[src/rtl/ccr_pkg.sv]
package ccr_pkg;
  localparam logic [7:0] OFF_OSC  = 8'h08;
  localparam logic [7:0] OFF_LOCK = 8'h14;
  localparam logic [7:0] OFF_AUX  = 8'h1C;
  localparam logic [7:0] OFF_INIT = 8'h24;
  localparam logic [7:0] OFF_STAT = 8'h30;
  localparam logic [31:0] UNLOCK_KEY = 32'h0000_A05F;
  // PLL shadow field order
  localparam int PLL_OUT = 0;
  localparam int PLL_REF = 1;
  localparam int PLL_FB  = 2;
  localparam int PLL_N   = 3;
endpackage

[src/rtl/ccr_lock.sv]
module ccr_lock import ccr_pkg::*; (
  input  logic        clk_i,
  input  logic        rst_ni,
  input  logic        wr_i,
  input  logic [31:0] wdata_i,
  output logic        locked_o
);
  always_ff @(posedge clk_i or negedge rst_ni) begin
    if (!rst_ni)   locked_o <= 1'b1;
    else if (wr_i) locked_o <= (wdata_i != UNLOCK_KEY);
  end

  a_r1_key_unlocks: assert property (@(posedge clk_i) disable iff (!rst_ni)
    wr_i && wdata_i == UNLOCK_KEY |=> !locked_o);
  a_r1_other_locks: assert property (@(posedge clk_i) disable iff (!rst_ni)
    wr_i && wdata_i != UNLOCK_KEY |=> locked_o);
  a_r1_hold: assert property (@(posedge clk_i) disable iff (!rst_ni)
    !wr_i |=> $stable(locked_o));
endmodule

[src/rtl/ccr_ratio_chk.sv]
module ccr_ratio_chk #(
  parameter int DIV_W = 8
) (
  input  logic [DIV_W-1:0] core_div_i,
  input  logic [DIV_W-1:0] ibus_div_i,
  output logic             bad_o
);
  logic [DIV_W:0] core_r, ibus_r;
  always_comb begin
    core_r = {1'b0, core_div_i} + 1'b1;
    ibus_r = {1'b0, ibus_div_i} + 1'b1;
    bad_o  = (ibus_r <= core_r) || ((ibus_r % core_r) != '0);
  end
endmodule

[src/rtl/ccr_pll_shadow.sv]
module ccr_pll_shadow #(
  parameter int                    N     = 3,
  parameter int                    DIV_W = 8,
  parameter logic [N*DIV_W-1:0]    DEF   = '0
) (
  input  logic               clk_i,
  input  logic               rst_ni,
  input  logic               soft_rst_i,
  input  logic [N-1:0]       wr_i,
  input  logic [N*DIV_W-1:0] wdata_i,
  output logic [N*DIV_W-1:0] pend_o,
  output logic [N*DIV_W-1:0] act_o
);
  for (genvar g = 0; g < N; g++) begin : g_fld
    logic [DIV_W-1:0] pend_q, act_q;
    always_ff @(posedge clk_i or negedge rst_ni) begin
      if (!rst_ni) begin
        pend_q <= DEF[g*DIV_W +: DIV_W];
        act_q  <= DEF[g*DIV_W +: DIV_W];
      end else begin
        if (wr_i[g])    pend_q <= wdata_i[g*DIV_W +: DIV_W];
        if (soft_rst_i) act_q  <= pend_q;
      end
    end
    assign pend_o[g*DIV_W +: DIV_W] = pend_q;
    assign act_o[g*DIV_W +: DIV_W]  = act_q;

    a_r5_act_only_on_soft: assert property (@(posedge clk_i) disable iff (!rst_ni)
      !soft_rst_i |=> $stable(act_o[g*DIV_W +: DIV_W]));
    a_r5_soft_applies: assert property (@(posedge clk_i) disable iff (!rst_ni)
      soft_rst_i |=> act_o[g*DIV_W +: DIV_W] == $past(pend_o[g*DIV_W +: DIV_W]));
  end
endmodule

[src/rtl/clk_ctrl_regs.sv]
module clk_ctrl_regs import ccr_pkg::*; #(
  parameter int ADDR_W   = 8,
  parameter int DIV_W    = 8,   // must be <= 8: one field per byte lane
  parameter int CORE_DEF = 0,
  parameter int IBUS_DEF = 1,
  parameter int EBUS_DEF = 3,
  parameter int OUT_DEF  = 1,
  parameter int REF_DEF  = 0,
  parameter int FB_DEF   = 9
) (
  input  logic              clk_i,
  input  logic              rst_ni,
  input  logic              soft_rst_i,
  input  logic              we_i,
  input  logic              re_i,
  input  logic [ADDR_W-1:0] addr_i,
  input  logic [31:0]       wdata_i,
  input  logic [3:0]        be_i,
  output logic [31:0]       rdata_o,
  output logic [DIV_W-1:0]  core_div_o,
  output logic [DIV_W-1:0]  ibus_div_o,
  output logic [DIV_W-1:0]  ebus_div_o,
  output logic [DIV_W-1:0]  pll_ref_div_o,
  output logic [DIV_W-1:0]  pll_fb_div_o,
  output logic [DIV_W-1:0]  pll_out_div_o,
  output logic              ratio_err_o
);
  localparam int PW = PLL_N * DIV_W;
  localparam logic [PW-1:0] PLL_DEF = {DIV_W'(FB_DEF), DIV_W'(REF_DEF), DIV_W'(OUT_DEF)};

  logic hit_osc, hit_lock, hit_aux, hit_init, hit_stat;
  assign hit_osc  = addr_i == ADDR_W'(OFF_OSC);
  assign hit_lock = addr_i == ADDR_W'(OFF_LOCK);
  assign hit_aux  = addr_i == ADDR_W'(OFF_AUX);
  assign hit_init = addr_i == ADDR_W'(OFF_INIT);
  assign hit_stat = addr_i == ADDR_W'(OFF_STAT);

  logic locked;
  ccr_lock u_lock (
    .clk_i    (clk_i),
    .rst_ni   (rst_ni),
    .wr_i     (we_i && hit_lock),
    .wdata_i  (wdata_i),
    .locked_o (locked)
  );

  logic osc_we;
  assign osc_we = we_i && hit_osc && !locked;

  always_ff @(posedge clk_i or negedge rst_ni) begin
    if (!rst_ni) begin
      core_div_o <= DIV_W'(CORE_DEF);
      ibus_div_o <= DIV_W'(IBUS_DEF);
      ebus_div_o <= DIV_W'(EBUS_DEF);
    end else if (osc_we) begin
      if (be_i[0]) core_div_o <= wdata_i[0  +: DIV_W];
      if (be_i[1]) ibus_div_o <= wdata_i[8  +: DIV_W];
      if (be_i[2]) ebus_div_o <= wdata_i[16 +: DIV_W];
    end
  end

  // PLL staging: aux lanes 0/1 -> out/ref, init lane 0 -> fb
  logic [PLL_N-1:0] pll_wr;
  logic [PW-1:0]    pll_wd, pll_pend, pll_act;
  assign pll_wr[PLL_OUT] = we_i && hit_aux  && !locked && be_i[0];
  assign pll_wr[PLL_REF] = we_i && hit_aux  && !locked && be_i[1];
  assign pll_wr[PLL_FB]  = we_i && hit_init && !locked && be_i[0];
  assign pll_wd[PLL_OUT*DIV_W +: DIV_W] = wdata_i[0 +: DIV_W];
  assign pll_wd[PLL_REF*DIV_W +: DIV_W] = wdata_i[8 +: DIV_W];
  assign pll_wd[PLL_FB*DIV_W  +: DIV_W] = wdata_i[0 +: DIV_W];

  ccr_pll_shadow #(.N(PLL_N), .DIV_W(DIV_W), .DEF(PLL_DEF)) u_pll (
    .clk_i      (clk_i),
    .rst_ni     (rst_ni),
    .soft_rst_i (soft_rst_i),
    .wr_i       (pll_wr),
    .wdata_i    (pll_wd),
    .pend_o     (pll_pend),
    .act_o      (pll_act)
  );
  assign pll_out_div_o = pll_act[PLL_OUT*DIV_W +: DIV_W];
  assign pll_ref_div_o = pll_act[PLL_REF*DIV_W +: DIV_W];
  assign pll_fb_div_o  = pll_act[PLL_FB*DIV_W  +: DIV_W];

  logic ratio_bad, err_clr;
  ccr_ratio_chk #(.DIV_W(DIV_W)) u_ratio (
    .core_div_i (core_div_o),
    .ibus_div_i (ibus_div_o),
    .bad_o      (ratio_bad)
  );
  assign err_clr = we_i && hit_stat && be_i[0] && wdata_i[0];

  always_ff @(posedge clk_i or negedge rst_ni) begin
    if (!rst_ni)        ratio_err_o <= 1'b0;
    else if (ratio_bad) ratio_err_o <= 1'b1;
    else if (err_clr)   ratio_err_o <= 1'b0;
  end

  logic [31:0] rd_mux;
  always_comb begin
    rd_mux = '0;
    if (hit_osc) begin
      rd_mux[0  +: DIV_W] = core_div_o;
      rd_mux[8  +: DIV_W] = ibus_div_o;
      rd_mux[16 +: DIV_W] = ebus_div_o;
    end else if (hit_lock) begin
      rd_mux[0] = locked;
    end else if (hit_aux) begin
      rd_mux[0 +: DIV_W] = pll_out_div_o;
      rd_mux[8 +: DIV_W] = pll_ref_div_o;
    end else if (hit_init) begin
      rd_mux[0 +: DIV_W] = pll_pend[PLL_FB*DIV_W +: DIV_W];
    end else if (hit_stat) begin
      rd_mux[0] = ratio_err_o;
    end
  end

  always_ff @(posedge clk_i or negedge rst_ni) begin
    if (!rst_ni)   rdata_o <= '0;
    else if (re_i) rdata_o <= rd_mux;
  end

  a_r2_locked_osc_hold: assert property (@(posedge clk_i) disable iff (!rst_ni)
    locked && we_i && hit_osc |=> $stable(core_div_o) && $stable(ibus_div_o) && $stable(ebus_div_o));
  a_r7_soft_keeps_core: assert property (@(posedge clk_i) disable iff (!rst_ni)
    soft_rst_i && !we_i |=> $stable(core_div_o) && $stable(ibus_div_o) && $stable(locked));
  a_r8_err_sticky: assert property (@(posedge clk_i) disable iff (!rst_ni)
    ratio_err_o && !err_clr |=> ratio_err_o);
  a_r8_err_sets: assert property (@(posedge clk_i) disable iff (!rst_ni)
    ratio_bad |=> ratio_err_o);
  a_r10_rdata_hold: assert property (@(posedge clk_i) disable iff (!rst_ni)
    !re_i |=> $stable(rdata_o));
endmodule

[config.mk]
export PLATFORM = sky130hd
export DESIGN_NAME = clk_ctrl_regs
export DESIGN_NICKNAME = d
export VERILOG_FILES = /design/src/rtl/ccr_pkg.sv /design/src/rtl/ccr_lock.sv /design/src/rtl/ccr_ratio_chk.sv /design/src/rtl/ccr_pll_shadow.sv /design/src/rtl/clk_ctrl_regs.sv
export SDC_FILE = /design/constraint.sdc
export NUM_CORES = 1
export LEC_CHECK = 0
export ABC_AREA = 1
export BUFFER_PORTS_ARGS = -buffer_cell sky130_fd_sc_hd__buf_4
export CAP_MARGIN = 25
export CORE_MARGIN = 2
export CORE_UTILIZATION = 52
export DETAILED_ROUTE_END_ITERATION = 7
export GPL_TIMING_DRIVEN = 0
export HOLD_SLACK_MARGIN = 0.06
export PLACE_DENSITY = 0.78
export SKIP_CTS_REPAIR_TIMING = 1
export SYNTH_ARGS = -nofsm -noshare
export SYNTH_HDL_FRONTEND = slang
export SYNTH_SLANG_ARGS = --single-unit
[constraint.sdc]
create_clock -name clk_i -period 10.65 [get_ports clk_i]
set_input_delay 3.195 -clock clk_i [delete_from_list [all_inputs] [get_ports clk_i]]
set_output_delay 3.195 -clock clk_i [all_outputs]
set_load 0.02 [all_outputs]
==> results of run 1 <==
==> placed cells by master, fill, tap and decap left out, types with 4 or more instances in the layout <==
master,n
dfrtp_1,84
dfstp_2,10
a21oi_1,22
nor2_4,4
nand3_2,27
a221oi_1,10
nor3_1,9
xnor2_1,10
nor2_2,10
nand2_4,15
or2_2,13
nand2_1,162
clkbuf_16,9
nand3_4,10
ha_4,27
mux2_2,29
nor4_1,8
inv_4,4
a21oi_2,12
nand2_2,45
clkbuf_1,18
inv_1,83
and2_4,8
o21ai_0,64
nand3b_1,4
buf_6,5
nor2_1,50
or2_4,6
buf_4,178
ha_1,27
nand4_1,15
inv_2,11
xor2_1,16
conb_1,8
nand3_1,35
==> layer usage <==
metal,vias up,wire length [um]
met1,3374,9080
met2,211,10500
met3,50,1160
met4,0,620
met5,-,0
li1,3349,-
==> Yosys cell counts, types with 8 or more instances <==
master	count
a21oi_1	36
a221oi_1	10
and2_1	8
buf_4	9
clkbuf_1	17
dfrtp_1	88
dfstp_2	10
ha_1	54
inv_1	95
mux2_2	29
nand2_1	211
nand2_2	8
nand3_1	49
nand3_2	20
nand4_1	15
nor2_1	58
nor3_1	10
nor4_1	9
o21ai_0	70
or2_2	18
xnor2_1	10
xor2_1	17
==> sequential cells by signal, summed over array words and instances (netlist names) <==
name                flops
ebus_div_o              8
u_lock.locked_o         1
u_pll.g_fld.act_q      24
core_div_o              8
rdata_o                24
u_pll.g_fld.pend_q     24
ibus_div_o              8
ratio_err_o             1
==> cell families after synthesis <==
logic type	Yosys count	synth area share [%]
AOI/OAI and AO/OA	134	10.7
and+or+nand+nor	425	29.3
other	1	0.0529
xor gates and xnor gates	27	3.34
adders and majority gates	55	9.82
muxes	29	4.61
DFF	98	34.8
buffers and inverters	128	7.35
==> final cells by class <==
class | instances | area (um2) | area share [%]
flip-flops and latches | 98 | 2470 | 25.0
plain buffers | 27 | 146 | 1.48
clock buffers | 12 | 256 | 2.59
clock inverters | 4 | 56.3 | 0.569
multi-input cells | 679 | 5000 | 50.5
inverters | 101 | 402 | 4.06
repair buffers | 174 | 1340 | 13.5
well taps | 176 | 220 | 2.23
==> through the flow <==
stage / setup slack (ns) / std cells
floorplan: 0.00822 / 904
global placement: -1.44 / 1198
detailed placement: -1.54 / 1199
CTS: -1.57 / 1215
global route: -1.35 / 1271
finish: -0.709 / 1271
==> path summary, 6_finish.rpt <==
path	to	start	cells after the start	slack (ns)
min in group asynchronous	u_pll.g_fld[2].act_q[4]	rst_ni	1	2.84
worst max register to register	ratio_err_o	core_div_o[0]	89	-0.71
max in group asynchronous	ibus_div_o[0]	rst_ni	2	7.10
worst min-delay path	u_pll.g_fld[1].pend_q[2]	u_pll.g_fld[1].pend_q[2]	2	0.49
worst max-delay path	ratio_err_o	core_div_o[0]	89	-0.71
worst min register to register	u_pll.g_fld[1].pend_q[2]	u_pll.g_fld[1].pend_q[2]	2	0.49
==> critical path, delay by kind of cell, from the launching register on <==
family	cells	cell delay, ns
AND/OR/NAND/NOR	62	6.61
buffers and inverters	12	0.94
flip-flops	1	0.48
AO/OA/AOI/OAI	7	1.16
adder cells (fa/ha/maj)	8	2.06
==> impl.org, run 1 <==
** Worst setup path
- The worst setup path is launched from a flop.
- Critical path's most frequent cell :: nand2_2
- Data required time of the worst path :: between 10 and 15 ns
- The largest single stage delay on the critical path is between 0.4 and 0.5 ns.
- At the worst endpoint, the arrival time is roughly 12 ns.
- Type of the worst setup path :: flop to flop
- Of all nets on the critical path, the largest fanout is 8.
- Crit. End Element :: flop
- Slowest cell on the critical path :: dfrtp_4

** Yosys
- For this run, the number of Yosys warnings is 0.
- Yosys mapped a number of flops with a built-in enable equal to 0.
- Avg Cell Area, Syn :: about 7.9 um2
- Synthesis inferred 98 register bits.
- Seq/Total Area, Yosys :: approximately a third
- Of all cell types, the one taking the most synthesized area is dfrtp_1.
- Sorting the synthesized cells by area gives the leading types as dfrtp_1, nand2_1, ha_1, inv_1, o21ai_0.
- Fraction of registers with async set or reset after synthesis :: 100%
- Synthesis produced between 800 and 900 cells.
- Post-synth cell types :: 48
- Fraction of post-synthesis cell area in the top cell type by area :: 31.1%
- For this run, the leading register cell type out of synthesis is dfrtp_1.
- Netlist area before placement :: between 0.007 and 0.008 mm2

** Global route
- For this run, global-route usage on met1 was measured as around 37%.
- For this run, the total global-route usage over all layers was measured as 27.1%.
- Global routing consumed, on the met2 layer, 44.6% of the routing resources.
- Total gr overflow :: 0
- The first global-routing pass estimated ~31000 um of wire.
- Gr busiest metal :: met2
- Entering global routing, the biggest net connects just under 60 pins.
- The initial antenna violation count came to 0.
- The number of global-route vias before repair was around 6300.
- For this run, global-route usage on met3 was measured as 4.01%.

** Die
- Measured along the y axis, the die boundary spans ~120 um.
- Core area :: 0.0133 mm2
- Die boundary width :: approximately 120 um
- Initial standard-cell utilization of the core :: 53.3%
- Core Rows :: between 40 and 50
- Num ports :: 130
- The die covers between 0.01 and 0.015 mm2.

** Finish
- # fillers :: around 940
- After the last flow step, the layout net total stands at ~1200.
- Summing all non-filler instances in the final layout gives an area of slightly below 0.01 mm2.
- Layout area overhead :: 39.6%
- Cells with a size suffix above 1 make up approximately two fifths of the layout.
- The number of antenna diodes in the final layout is 0.
- For this run, the share of the core covered by cells in the final layout is between 70% and 80%.

** STA
- Measured against its own limit, the worst slew margin works out to between 40% and 50%.
- Final Critical Period :: 11.36 ns
- The clock arrives with roughly 0.008 ns of skew.
- Least-Margin Pin Slew :: 0.771 ns
- Setup repair after global routing could not meet its margin everywhere.
- Total setup violations reported at the end of the flow :: 1
- Final worst-path setup slack :: -0.709 ns
- Final period util :: 107%
- Setup TNS Final :: -0.709 ns
- Max-slew violations :: 0
- Hold is met by 0.491 ns.
- Fin. Hold Viols :: 0
- Highest Clock Rate :: about 0.088 GHz

** Detailed routing
- After detailed routing, the number of vias per cell comes to 5.49.
- Number of design-rule violations left by the first detailed-router iteration :: between 300 and 400
- Across all layers, the routed design uses between 6000 and 7000 vias.
- The count of nets left with antenna violations once routing finished came out at 0.
- In the routed design, unresolved DRC markers number 0.
- Sum of routed wire length over all layers :: 21400 um
- Routed length per placed instance :: around 17 um
- Before antenna repair, the detailed router went through 5 iterations.

** Placed design
- Detailed placement finished with a half-perimeter wire length of approximately 15000 um.
- Cell area reported after detailed placement :: around 0.0085 mm2
- Port buffering added ~120 buffers.
- The congestion estimate from routability-driven global placement came to 0.931.

** Clocking
- Clock tree synthesis selected as its root buffer the cell clkbuf_16.
- Clock-pin slew was measured on the worst setup and hold paths at approximately 0.070 ns.
- The clock reaches the later pin of the worst-skew pair after about 0.34 ns.
- Clock tree from TritonCTS :: built
- No sink is reached through more buffers than the 2 on the longest clock path.
- Buffers inserted during clock tree synthesis total 9.
- The clock drives slightly below 100 sinks.
- The H-tree was split into 3 levels.

** Run
- Maximum capacitance violations :: 0

** Status
- Outcome :: finished, violations left
- The final reports fail on negative setup slack.

** Min path
- The path class of the tightest hold or removal check is flop to flop.
Power of run 1 is left out: the tool's default activity adds up to more than one toggle a clock period on the data nets, which glitch-free logic cannot reach.
==> run 2, diff against run 1 <==
Settings changed: REMOVE_ABC_BUFFERS from default to 1, SETUP_SLACK_MARGIN from default to 0.02.
==> impl.org, run 2 (same netlist as run 1, synthesis figures left out) <==
** Die
- The die covers ~0.015 mm2.
- The floorplan step set the die height to between 100 and 150 um.
- In this run the standard cell core region covers 0.0133 mm2.
- Num ports :: 130
- Once the floorplan was initialized, standard cells occupied 53.3% of the core.
- The die is ~120 um wide.
- Core Rows :: 42

** Finish
- Top flop regs :: rdata_o x24, u_pll.g_fld.act_q x24, u_pll.g_fld.pend_q x24
- The library cells used most frequently in the layout, excluding fill and tap cells, are buf_4, nand2_1, inv_1.
- Layout area overhead :: 35.1%
- For this run, the post-layout net count is roughly 1200.
- The library cell used most frequently in the layout, excluding fill and tap cells, is buf_4.
- In the final layout, the share of cells above drive strength 1 is 39.8%.
- Antenna Cells :: 0

** Status
- Outcome :: finished, violations left
- Failing checks :: negative setup slack

** STA
- Total setup violations reported at the end of the flow :: 1
- Fin. Hold Viols :: 0
- Final Critical Period :: about 12 ns
- Across all setup checks in the final design, the least slack found is -1.05 ns.
- For the final database, setup skew stands at between 0.008 and 0.009 ns.
- Max-slew violations :: 0
- The final critical path takes up 110% of the cycle.
- Highest Clock Rate :: 0.0855 GHz
- Setup repair after global routing could not meet its margin everywhere.
- After routing, the total negative slack on setup checks comes to -1.05 ns.
- Max-slew headroom :: 43.4%
- At the pin with the least slew margin, the transition time is ~0.85 ns.

** Worst setup path
- Data required time of the worst path :: 10.89 ns
- Max FO, Critical Path :: 8
- Slowest cell on the critical path :: dfrtp_4
- CP max stage delay :: roughly 0.51 ns
- Worst EP arrival :: between 10 and 15 ns
- Type of the worst setup path :: flop to flop
- The worst setup path is launched from a flop.
- The worst setup path is captured at a flop.
- By instance count, the cell type seen most on the critical path is nand2_2.

** Detailed routing
- Number of design-rule violations left by the first detailed-router iteration :: between 400 and 500
- Count of vias placed by the detailed router :: just over 7000
- Remaining antenna violation count after routing :: 0
- Vias per cell :: approximately 5.7
- For this run, design rule violations remaining after detail routing come to 0.
- The first TritonRoute pass finished after 8 iterations.
- Routed length per placed instance :: approximately 17 um
- Summed over all layers, the routed wires come to around 21000 um.

** Global route
- Total GRT Usage :: 25.4%
- Largest net degree at the start of global routing :: 52
- Wire length of the first global-routing pass :: between 20000 and 30000 um
- The number of global-route vias before repair is a little over 6000.
- Number of antenna violations at the first check in global routing :: 0
- Total gr overflow :: 0

** Clocking
- TritonCTS created 9 clock buffers.
- In this run the clock root is driven by a clkbuf_16.
- The later pin in the worst-skew pair is clocked with a latency of between 0.3 and 0.4 ns.
- Total number of H-tree levels :: 3
- Clock slew seen by the registers of the worst setup and hold paths :: 0.07 ns
- TritonCTS built the clock tree.
- Clock Sink Count :: slightly below 100
- No sink is reached through more buffers than the 2 on the longest clock path.

** Placed design
- Buffers placed on the I/O ports in this run total 120.
- The congestion estimate from routability-driven global placement came to between 0.8 and 0.9.
- Total half-perimeter wirelength after legalization and detailed placement :: 13700 um

** Min path
- Hold Crit Class :: flop to flop

** Run
- Max-cap violations in this run came to 0.
run 2: cell type report:
cell class              count  area (um2)
multi-input cells         680        4850
flip-flops and latches     98        2470
inverters                 101         394
well taps                 176         220
fillers                   953        3730
clock buffers              10         239
repair buffers            173        1330
clock inverters             6        58.8
run 2: layer usage:
metal / vias up / part of all wire (%) / GRT usage (%)
li1: 3323 / - / -
met1: 3382 / 40 / 32.6
met2: 323 / 49 / 42.7
met3: 63 / 7.4 / 5.52
met4: 0 / 3.1 / 8.50
met5: - / 0 / 0
run 2: worst paths after layout:
| path | slack [ns] | start | depth (start not counted) | end |
|---|---|---|---|---|
| worst max-delay path | -1.05 | core_div_o[0] | 90 | ratio_err_o |
| worst min-delay path | 0.48 | u_pll.g_fld[1].pend_q[6] | 2 | u_pll.g_fld[1].pend_q[6] |
| worst max register to register | -1.05 | core_div_o[0] | 90 | ratio_err_o |
| worst min register to register | 0.48 | u_pll.g_fld[1].pend_q[6] | 2 | u_pll.g_fld[1].pend_q[6] |
| max in group asynchronous | 7.08 | rst_ni | 2 | ibus_div_o[0] |
| min in group asynchronous | 2.86 | rst_ni | 1 | rdata_o[20] |
run 2: through the flow:
| stage | instances | area (um2) | setup slack [ns] | hold slack [ns] | util, % |
|---|---|---|---|---|---|
| 2_1_floorplan | 877 | 6970 | -0.909 | 0.448 | - |
| 3_3_place_gp | 1173 | 8090 | -2.64 | 0.462 | 60.9 |
| 3_5_place_dp | 1174 | 8120 | -2.69 | 0.468 | 61.1 |
| 4_1_cts | 1190 | 8420 | -2.74 | 0.483 | 63.3 |
| 5_1_grt | 1244 | 9570 | -1.55 | 0.515 | 72.0 |
| 6_report | 1244 | 9570 | -1.05 | 0.479 | 72.0 |
run 2: worst max-delay path, delay by kind of cell (launching register included):
family                     cells  cell delay, ns
AOI/OAI and AO/OA             11            1.33
adders and majority gates      9            2.38
buffers and inverters         11            0.95
DFF                            1            0.51
and+or+nand+nor               59            6.43
Power of run 2 is left out for the same reason.
